### src/rtl/fxp_fmt_pkg.sv
// Package: shared code values for the fixed-point output word formatter.
// Assumes: the number code travels as a 2-bit field; value 3 is a spare
// that the formatter treats as two's complement.
package fxp_fmt_pkg;

    typedef enum logic [1:0] {
        ENC_TWOS     = 2'd0,
        ENC_OFFSET   = 2'd1,
        ENC_SIGNMAG  = 2'd2,
        ENC_TWOS_ALT = 2'd3
    } enc_e;

    localparam int NUM_LENS = 4;

endpackage

### src/rtl/fxp_round_sel.sv
// Module: fxp_round_sel
// Builds one rounded candidate per selectable field length and picks the
// one named by sel. Each candidate keeps the top N input bits and adds one
// when the dropped bits call for it: at or above half for a positive value,
// strictly above half for a negative one. Ties therefore go away from zero.
// The candidate is sign-extended to ACC_W+1 bits so that an increment past
// the positive limit stays visible. The module also supplies the field mask
// and the field sign-bit position for the later stages.
// Assumes: every length is between 2 and ACC_W. Purely combinational.
module fxp_round_sel #(
    parameter int ACC_W = 38,
    parameter int LEN0  = 16,
    parameter int LEN1  = 24,
    parameter int LEN2  = 32,
    parameter int LEN3  = 38
) (
    input  logic [ACC_W-1:0] acc,
    input  logic [1:0]       sel,
    output logic [ACC_W:0]   rnd_val,
    output logic             rnd_ovf,
    output logic [ACC_W-1:0] fld_mask,
    output logic [ACC_W-1:0] fld_top
);

    localparam int NL = fxp_fmt_pkg::NUM_LENS;

    logic [ACC_W:0]   cand_a [NL];
    logic             ovf_a  [NL];
    logic [ACC_W-1:0] mask_a [NL];
    logic [ACC_W-1:0] top_a  [NL];

    for (genvar g = 0; g < NL; g++) begin : g_len
        localparam int N = (g == 0) ? LEN0 : (g == 1) ? LEN1 : (g == 2) ? LEN2 : LEN3;
        localparam int D = ACC_W - N;
        localparam logic [ACC_W-1:0] MASK = {ACC_W{1'b1}} >> D;
        localparam logic [ACC_W-1:0] TOPB = {{(ACC_W-1){1'b0}}, 1'b1} << (N - 1);

        logic [ACC_W:0]   cand;
        logic [ACC_W+1-N:0] hi;

        if (D == 0) begin : g_full
            // Full length: the sample passes through unchanged.
            assign cand = {acc[ACC_W-1], acc};
        end else begin : g_short
            logic [N-1:0] kept;
            logic         tie_bit;
            logic         below;
            logic         up;

            assign kept    = acc[ACC_W-1:D];
            assign tie_bit = acc[D-1];
            if (D > 1) begin : g_below
                assign below = |acc[D-2:0];
            end else begin : g_nobelow
                assign below = 1'b0;
            end
            // Round half away from zero: a negative exact tie stays at the floor.
            assign up   = tie_bit & (~acc[ACC_W-1] | below);
            assign cand = {{(ACC_W+1-N){kept[N-1]}}, kept} + {{ACC_W{1'b0}}, up};
        end

        // Field fits only if every bit from the field sign upward agrees.
        assign hi         = cand[ACC_W:N-1];
        assign cand_a[g]  = cand;
        assign ovf_a[g]   = ~((&hi) | ~(|hi));
        assign mask_a[g]  = MASK;
        assign top_a[g]   = TOPB;
    end

    // Pick the candidate and its field geometry for the configured length.
    always_comb begin
        rnd_val  = cand_a[sel];
        rnd_ovf  = ovf_a[sel];
        fld_mask = mask_a[sel];
        fld_top  = top_a[sel];
    end

endmodule

### src/rtl/fxp_sat_wrap.sv
// Module: fxp_sat_wrap
// Resolves an out-of-range rounded value. With clamping on, the value goes
// to the nearest limit, chosen by its sign. With clamping off, only the low
// field bits are kept. The result is an N-bit two's complement field, and
// every bit above the field is zero.
// Assumes: mask/topb describe the selected field. Purely combinational.
module fxp_sat_wrap #(
    parameter int ACC_W = 38
) (
    input  logic [ACC_W:0]   val,
    input  logic             ovf,
    input  logic             sat_en,
    input  logic [ACC_W-1:0] mask,
    input  logic [ACC_W-1:0] topb,
    output logic [ACC_W-1:0] fld
);

    // Clamp to a limit or truncate to the field, then clear bits above it.
    always_comb begin
        if (ovf && sat_en) begin
            fld = val[ACC_W] ? topb : (mask & ~topb);
        end else begin
            fld = val[ACC_W-1:0] & mask;
        end
    end

endmodule

### src/rtl/fxp_encode.sv
// Module: fxp_encode
// Re-codes an N-bit two's complement field.
// - Offset binary flips the field sign bit.
// - Signed magnitude keeps the sign in the field top bit and negates
//   negative values into the lower bits.
// - The most negative field has no signed-magnitude twin. It becomes the
//   largest negative magnitude and is flagged.
// Assumes: bits of w above the field are zero. Purely combinational.
module fxp_encode #(
    parameter int ACC_W = 38
) (
    input  logic [ACC_W-1:0] w,
    input  logic [ACC_W-1:0] mask,
    input  logic [ACC_W-1:0] topb,
    input  logic [1:0]       enc,
    output logic [ACC_W-1:0] code,
    output logic             sm_ovf
);

    import fxp_fmt_pkg::*;

    logic             neg;
    logic             is_min;
    logic [ACC_W-1:0] mag;

    // Field sign, most-negative detect and negated magnitude.
    always_comb begin
        neg    = |(w & topb);
        is_min = (w == topb);
        mag    = (~w + {{(ACC_W-1){1'b0}}, 1'b1}) & mask & ~topb;
    end

    // Apply the selected number code.
    always_comb begin
        sm_ovf = 1'b0;
        case (enc_e'(enc))
            ENC_OFFSET:  code = w ^ topb;
            ENC_SIGNMAG: begin
                if (!neg) begin
                    code = w;
                end else if (is_min) begin
                    code   = mask;
                    sm_ovf = 1'b1;
                end else begin
                    code = topb | mag;
                end
            end
            default:     code = w;
        endcase
    end

endmodule

### src/rtl/fxp_word_fmt.sv
// Module: fxp_word_fmt (top)
// Fixed-point output word formatter. Rounding, overflow resolution and
// coding work combinationally on the incoming sample and the configuration
// of the same cycle. One register stage follows, so the latency is one cycle.
// Output registers load only on an accepted sample and hold otherwise.
// Assumes: synchronous active-low reset; configuration is valid whenever
// in_valid is high.
module fxp_word_fmt #(
    parameter int ACC_W = 38,
    parameter int LEN0  = 16,
    parameter int LEN1  = 24,
    parameter int LEN2  = 32,
    parameter int LEN3  = 38
) (
    input  logic             clk,
    input  logic             rst_n,
    input  logic             in_valid,
    input  logic [ACC_W-1:0] in_data,
    input  logic [1:0]       cfg_width,
    input  logic [1:0]       cfg_enc,
    input  logic             cfg_sat_en,
    output logic             out_valid,
    output logic [ACC_W-1:0] out_data,
    output logic             out_ovf
);

    import fxp_fmt_pkg::*;

    logic [ACC_W:0]   rnd_val;
    logic             rnd_ovf;
    logic [ACC_W-1:0] fld_mask;
    logic [ACC_W-1:0] fld_top;
    logic [ACC_W-1:0] clamp_val;
    logic [ACC_W-1:0] enc_val;
    logic             enc_ovf;
    logic [ACC_W-1:0] mask_q;

    fxp_round_sel #(
        .ACC_W(ACC_W), .LEN0(LEN0), .LEN1(LEN1), .LEN2(LEN2), .LEN3(LEN3)
    ) i_round (
        .acc      (in_data),
        .sel      (cfg_width),
        .rnd_val  (rnd_val),
        .rnd_ovf  (rnd_ovf),
        .fld_mask (fld_mask),
        .fld_top  (fld_top)
    );

    fxp_sat_wrap #(.ACC_W(ACC_W)) i_sat (
        .val    (rnd_val),
        .ovf    (rnd_ovf),
        .sat_en (cfg_sat_en),
        .mask   (fld_mask),
        .topb   (fld_top),
        .fld    (clamp_val)
    );

    fxp_encode #(.ACC_W(ACC_W)) i_enc (
        .w      (clamp_val),
        .mask   (fld_mask),
        .topb   (fld_top),
        .enc    (cfg_enc),
        .code   (enc_val),
        .sm_ovf (enc_ovf)
    );

    // Output stage: strobe every cycle, data and flag only on accepted samples.
    always_ff @(posedge clk) begin
        if (!rst_n) begin
            out_valid <= 1'b0;
            out_data  <= '0;
            out_ovf   <= 1'b0;
            mask_q    <= '0;
        end else begin
            out_valid <= in_valid;
            if (in_valid) begin
                out_data <= enc_val;
                out_ovf  <= rnd_ovf | enc_ovf;
                mask_q   <= fld_mask;
            end
        end
    end


    lat_valid_chk: assert property (@(posedge clk) disable iff (!rst_n)
        in_valid |=> out_valid);


    idle_valid_chk: assert property (@(posedge clk) disable iff (!rst_n)
        !in_valid |=> !out_valid);


    hold_out_chk: assert property (@(posedge clk) disable iff (!rst_n)
        !in_valid |=> ($stable(out_data) && $stable(out_ovf)));


    upper_zero_chk: assert property (@(posedge clk) disable iff (!rst_n)
        out_valid |-> ((out_data & ~mask_q) == '0));


    full_pass_chk: assert property (@(posedge clk) disable iff (!rst_n)
        (in_valid && cfg_width == 2'd3 && cfg_enc == ENC_TWOS)
        |=> (out_data == $past(in_data) && !out_ovf));


    sat_limit_chk: assert property (@(posedge clk) disable iff (!rst_n)
        (in_valid && cfg_sat_en && cfg_enc == ENC_TWOS && rnd_ovf)
        |=> (out_ovf && (out_data == ($past(rnd_val[ACC_W]) ? $past(fld_top)
                                                             : $past(fld_mask & ~fld_top)))));


    wrap_flag_chk: assert property (@(posedge clk) disable iff (!rst_n)
        (in_valid && !cfg_sat_en && rnd_ovf) |=> out_ovf);


    sm_min_chk: assert property (@(posedge clk) disable iff (!rst_n)
        (in_valid && cfg_enc == ENC_SIGNMAG && clamp_val == fld_top)
        |=> (out_ovf && out_data == $past(fld_mask)));

endmodule

### config.mk
export PLATFORM = sky130hd
export DESIGN_NAME = fxp_word_fmt
export DESIGN_NICKNAME = d
export VERILOG_FILES = /design/src/rtl/fxp_fmt_pkg.sv /design/src/rtl/fxp_round_sel.sv /design/src/rtl/fxp_sat_wrap.sv /design/src/rtl/fxp_encode.sv /design/src/rtl/fxp_word_fmt.sv
export SDC_FILE = /design/constraint.sdc
export NUM_CORES = 1
export LEC_CHECK = 0
export ABC_AREA = 1
export CAP_MARGIN = 40
export CORE_MARGIN = 4
export CORE_UTILIZATION = 62
export CTS_CLUSTER_SIZE = 28
export DETAILED_ROUTE_END_ITERATION = 10
export PLACE_DENSITY_LB_ADDON = 0.1
export SETUP_SLACK_MARGIN = 0.4
export SLEW_MARGIN = 20
export SYNTH_ARGS = -nofsm -noshare
export SYNTH_HDL_FRONTEND = slang
export SYNTH_SLANG_ARGS = --single-unit
### constraint.sdc
create_clock -name clk -period 13.1 [get_ports clk]
set_input_delay 2.62 -clock clk [delete_from_list [all_inputs] [get_ports clk]]
set_output_delay 2.62 -clock clk [all_outputs]
set_load 0.01 [all_outputs]
==> flow_metrics.py <==
metrics = {
    "run_status": {
        "run_status": "completed",
    },
    "detailed_routing": {
        "post_drt_wl_per_cell_um": 17.3,
        "ant_nets": 0,
        "drt_iter0_markers": 1137,
        "drtPass1Iterations": 5,
        "vias": 8591,
        "drt_wl_total_mm": 24.0,
        "drc_errors": 0,
        "via_per_inst": 6.20,
    },
    "clock_tree": {
        "hold_buffers": 0,
        "clk_pin_slew_worst_paths_ns": 0.08,
        "clockBufferDepth": 2,
        "clk_latency_ns": 0.30,
        "cts_tree": "yes",
        "h-tree-depth": 2,
        "cts_resized": 0,
        "cts.sinks": 40,
        "clock-root-buffer": "clkbuf_8",
        "cts_buffers": 5,
        "cts_setup_buffers": 0,
    },
    "pwr": {
        "powerDensity_mw_per_mm2": 61.5,
        "p_leak_nw": 3.24,
        "power_mw": 0.447,
        "vdd_drop_max_v": 0.0000722,
    },
    "sta": {
        "tightest_slew_ns": 0.866,
        "fmax_ghz": 0.127,
        "fin_tns_setup_ns": 0,
        "period_share_pct": 60.3,
        "skew_ns": 0,
        "maxSlewHeadroom_pct": 42.2,
        "rsz0062_at_grt": "no",
        "report.final.slew_viol_count": 0,
        "fin_ws_ns": 5.20,
        "final_hold_viol_count": 0,
        "min_period_ns": 7.90,
        "setup_viol": 0,
    },
    "critical_path": {
        "critPathTopFamily": "simple AND/OR/NAND/NOR gates",
        "critPathSlowestCell": "clkdlybuf4s50_1",
        "critPathMaxFanout": 17,
        "r2r_cells": 2,
        "cpMostUsedCell": "nand2_1",
        "crit_required_ns": 13.32,
        "crit_path_end_kind": "register",
        "cp_slowest_stage_delay_ns": 0.67,
        "critical_path_class": "input pin to register",
        "cp-start-kind": "input pin",
        "worst-path-stages": 32,
        "path_buf_inv": 4,
        "arrival_ns": 8.12,
    },
    "layout": {
        "insertedDiodeCount": 0,
        "final_cell_mix": "nand2_1 (344), nor2_1 (121), a21oi_1 (110)",
        "syn_to_final_growth_pct": 15.0,
        "final_cells": 1386,
        "mostFrequentLayoutCell": "nand2_1",
        "finish.utilization_pct": 73.6,
        "drive_gt1_share_pct": 8.06,
        "fin_nets": 1311,
    },
    "min_path": {
        "hold_path.class": "register to register",
        "min_path_cells": 2,
    },
    "yosys": {
        "synth-edff-count": 0,
        "ys_seq_area_share_pct": 12.7,
        "synth-seq-cells": 40,
        "synth_nets": 1256,
        "synth_area_per_cell_sq_um": 5.28,
        "syn-cell-area_sq_mm": 0.00632,
        "synth.distinct_cells": 40,
        "synthFlopType": "dfxtp_1",
        "syn_inst": 1197,
        "yosysWarnings": 0,
        "synthArstFlopShare_pct": 0,
    },
    "floorplanning": {
        "die_x_um": 109,
        "placementRows": 36,
        "die_h_um": 109,
        "initial_core_util_pct": 64.0,
        "core_area_sq_mm": 0.00986,
        "boundaryPins": 86,
        "die-area_sq_mm": 0.0119,
    },
    "place": {
        "gp_congestion": 1.09,
        "hpwl_mm": 18.6,
        "place_ws_ns": 5.06,
        "io_buffers": 85,
        "dp_cells": 1378,
    },
    "global_route": {
        "overflow": 0,
        "grt_pass1_wl_mm": 38.7,
        "track_usage_pct": 41.0,
        "grt_pass1_vias": 7816,
        "grt_max_degree": 42,
        "antenna_found_initial": 0,
    },
    "flow_run": {
        "cap_violations": 0,
    },
}
-- synthesized netlist by cell type, types with 13 or more instances --
master	n	share of area (%)
inv_2	22	1.3
clkbuf_1	30	1.8
nor2_1	121	7.2
nand3_1	106	8.4
ha_1	13	2.6
inv_1	109	6.5
xor2_1	13	1.8
nor2_2	20	2.0
a21oi_1	110	8.7
dfxtp_1	40	13
nor3_1	13	1.0
o21ai_1	29	2.3
nand4_1	22	2.2
nand2_1	344	20
nand2_2	20	2.0
o21ai_0	98	7.8
-- layer usage --
| layer | global-route usage, % | vias up | wire, um |
|---|---|---|---|
| met5 | 0 | - | 0 |
| met1 | 53.6 | 3802 | 9320 |
| met2 | 62.5 | 649 | 10000 |
| met3 | 13.5 | 105 | 3750 |
| li1 | - | 4035 | - |
| met4 | 15.4 | 0 | 938 |
-- through the flow --
stage | hold slack [ns] | instance area, sq um
2_1_floorplan | 0.490 | 6320
5_1_grt | 0.499 | 7260
3_5_place_dp | 0.457 | 7180
3_3_place_gp | 0.454 | 7160
4_1_cts | 0.469 | 7260
6_report | 0.467 | 7260
-- cells by family (layout without fill, tap and decap cells) --
logic type | after synthesis | after routing | share of synthesized area (%)
buffers and inverters | 183 | 239 | 12.0
flip-flops | 40 | 40 | 12.7
AND/OR/NAND/NOR | 677 | 677 | 48.1
XOR/XNOR | 22 | 22 | 3.05
AO/OA/AOI/OAI | 262 | 262 | 21.6
adder cells (fa/ha/maj) | 13 | 13 | 2.57
-- final cells by class --
class	count	area, sq um
Tap cell	133	166
Fill cell	901	2600
Multi-Input combinational cell	974	4770
Inverter	136	510
Sequential cell	40	801
Clock buffer	5	68.8
Timing Repair Buffer	95	933
Clock inverter	3	18.8
-- worst paths after layout --
check | startpoint | endpoint | slack (ns)
setup / recovery | in_data[37] | out_data[15]$_SDFFE_PN0P_ | 5.20
hold reg to reg | out_data[37]$_SDFFE_PN0P_ | out_data[37]$_SDFFE_PN0P_ | 0.47
setup reg to reg | out_data[0]$_SDFFE_PN0P_ | out_data[0]$_SDFFE_PN0P_ | 12.36
hold / removal | out_data[37]$_SDFFE_PN0P_ | out_data[37]$_SDFFE_PN0P_ | 0.47
-- flip-flops by register name (all words and copies together), names as in the netlist --
signal     count
out_data      38
out_ovf        1
out_valid      1
-- worst register-to-register path, stage by stage, from the launching register on --
cell     delay (ns)
dfxtp_1        0.43
nand2_1        0.09
a21oi_1        0.15
-- where the power goes --
group / leakage, nW / internal (mW) / switching, mW
clock network: 0.0479 / 0.0372 / 0.0481
logic: 2.86 / 0.0799 / 0.146
registers: 0.330 / 0.130 / 0.00472
total: 3.24 / 0.247 / 0.199
Power figures use the tool's default switching activity.
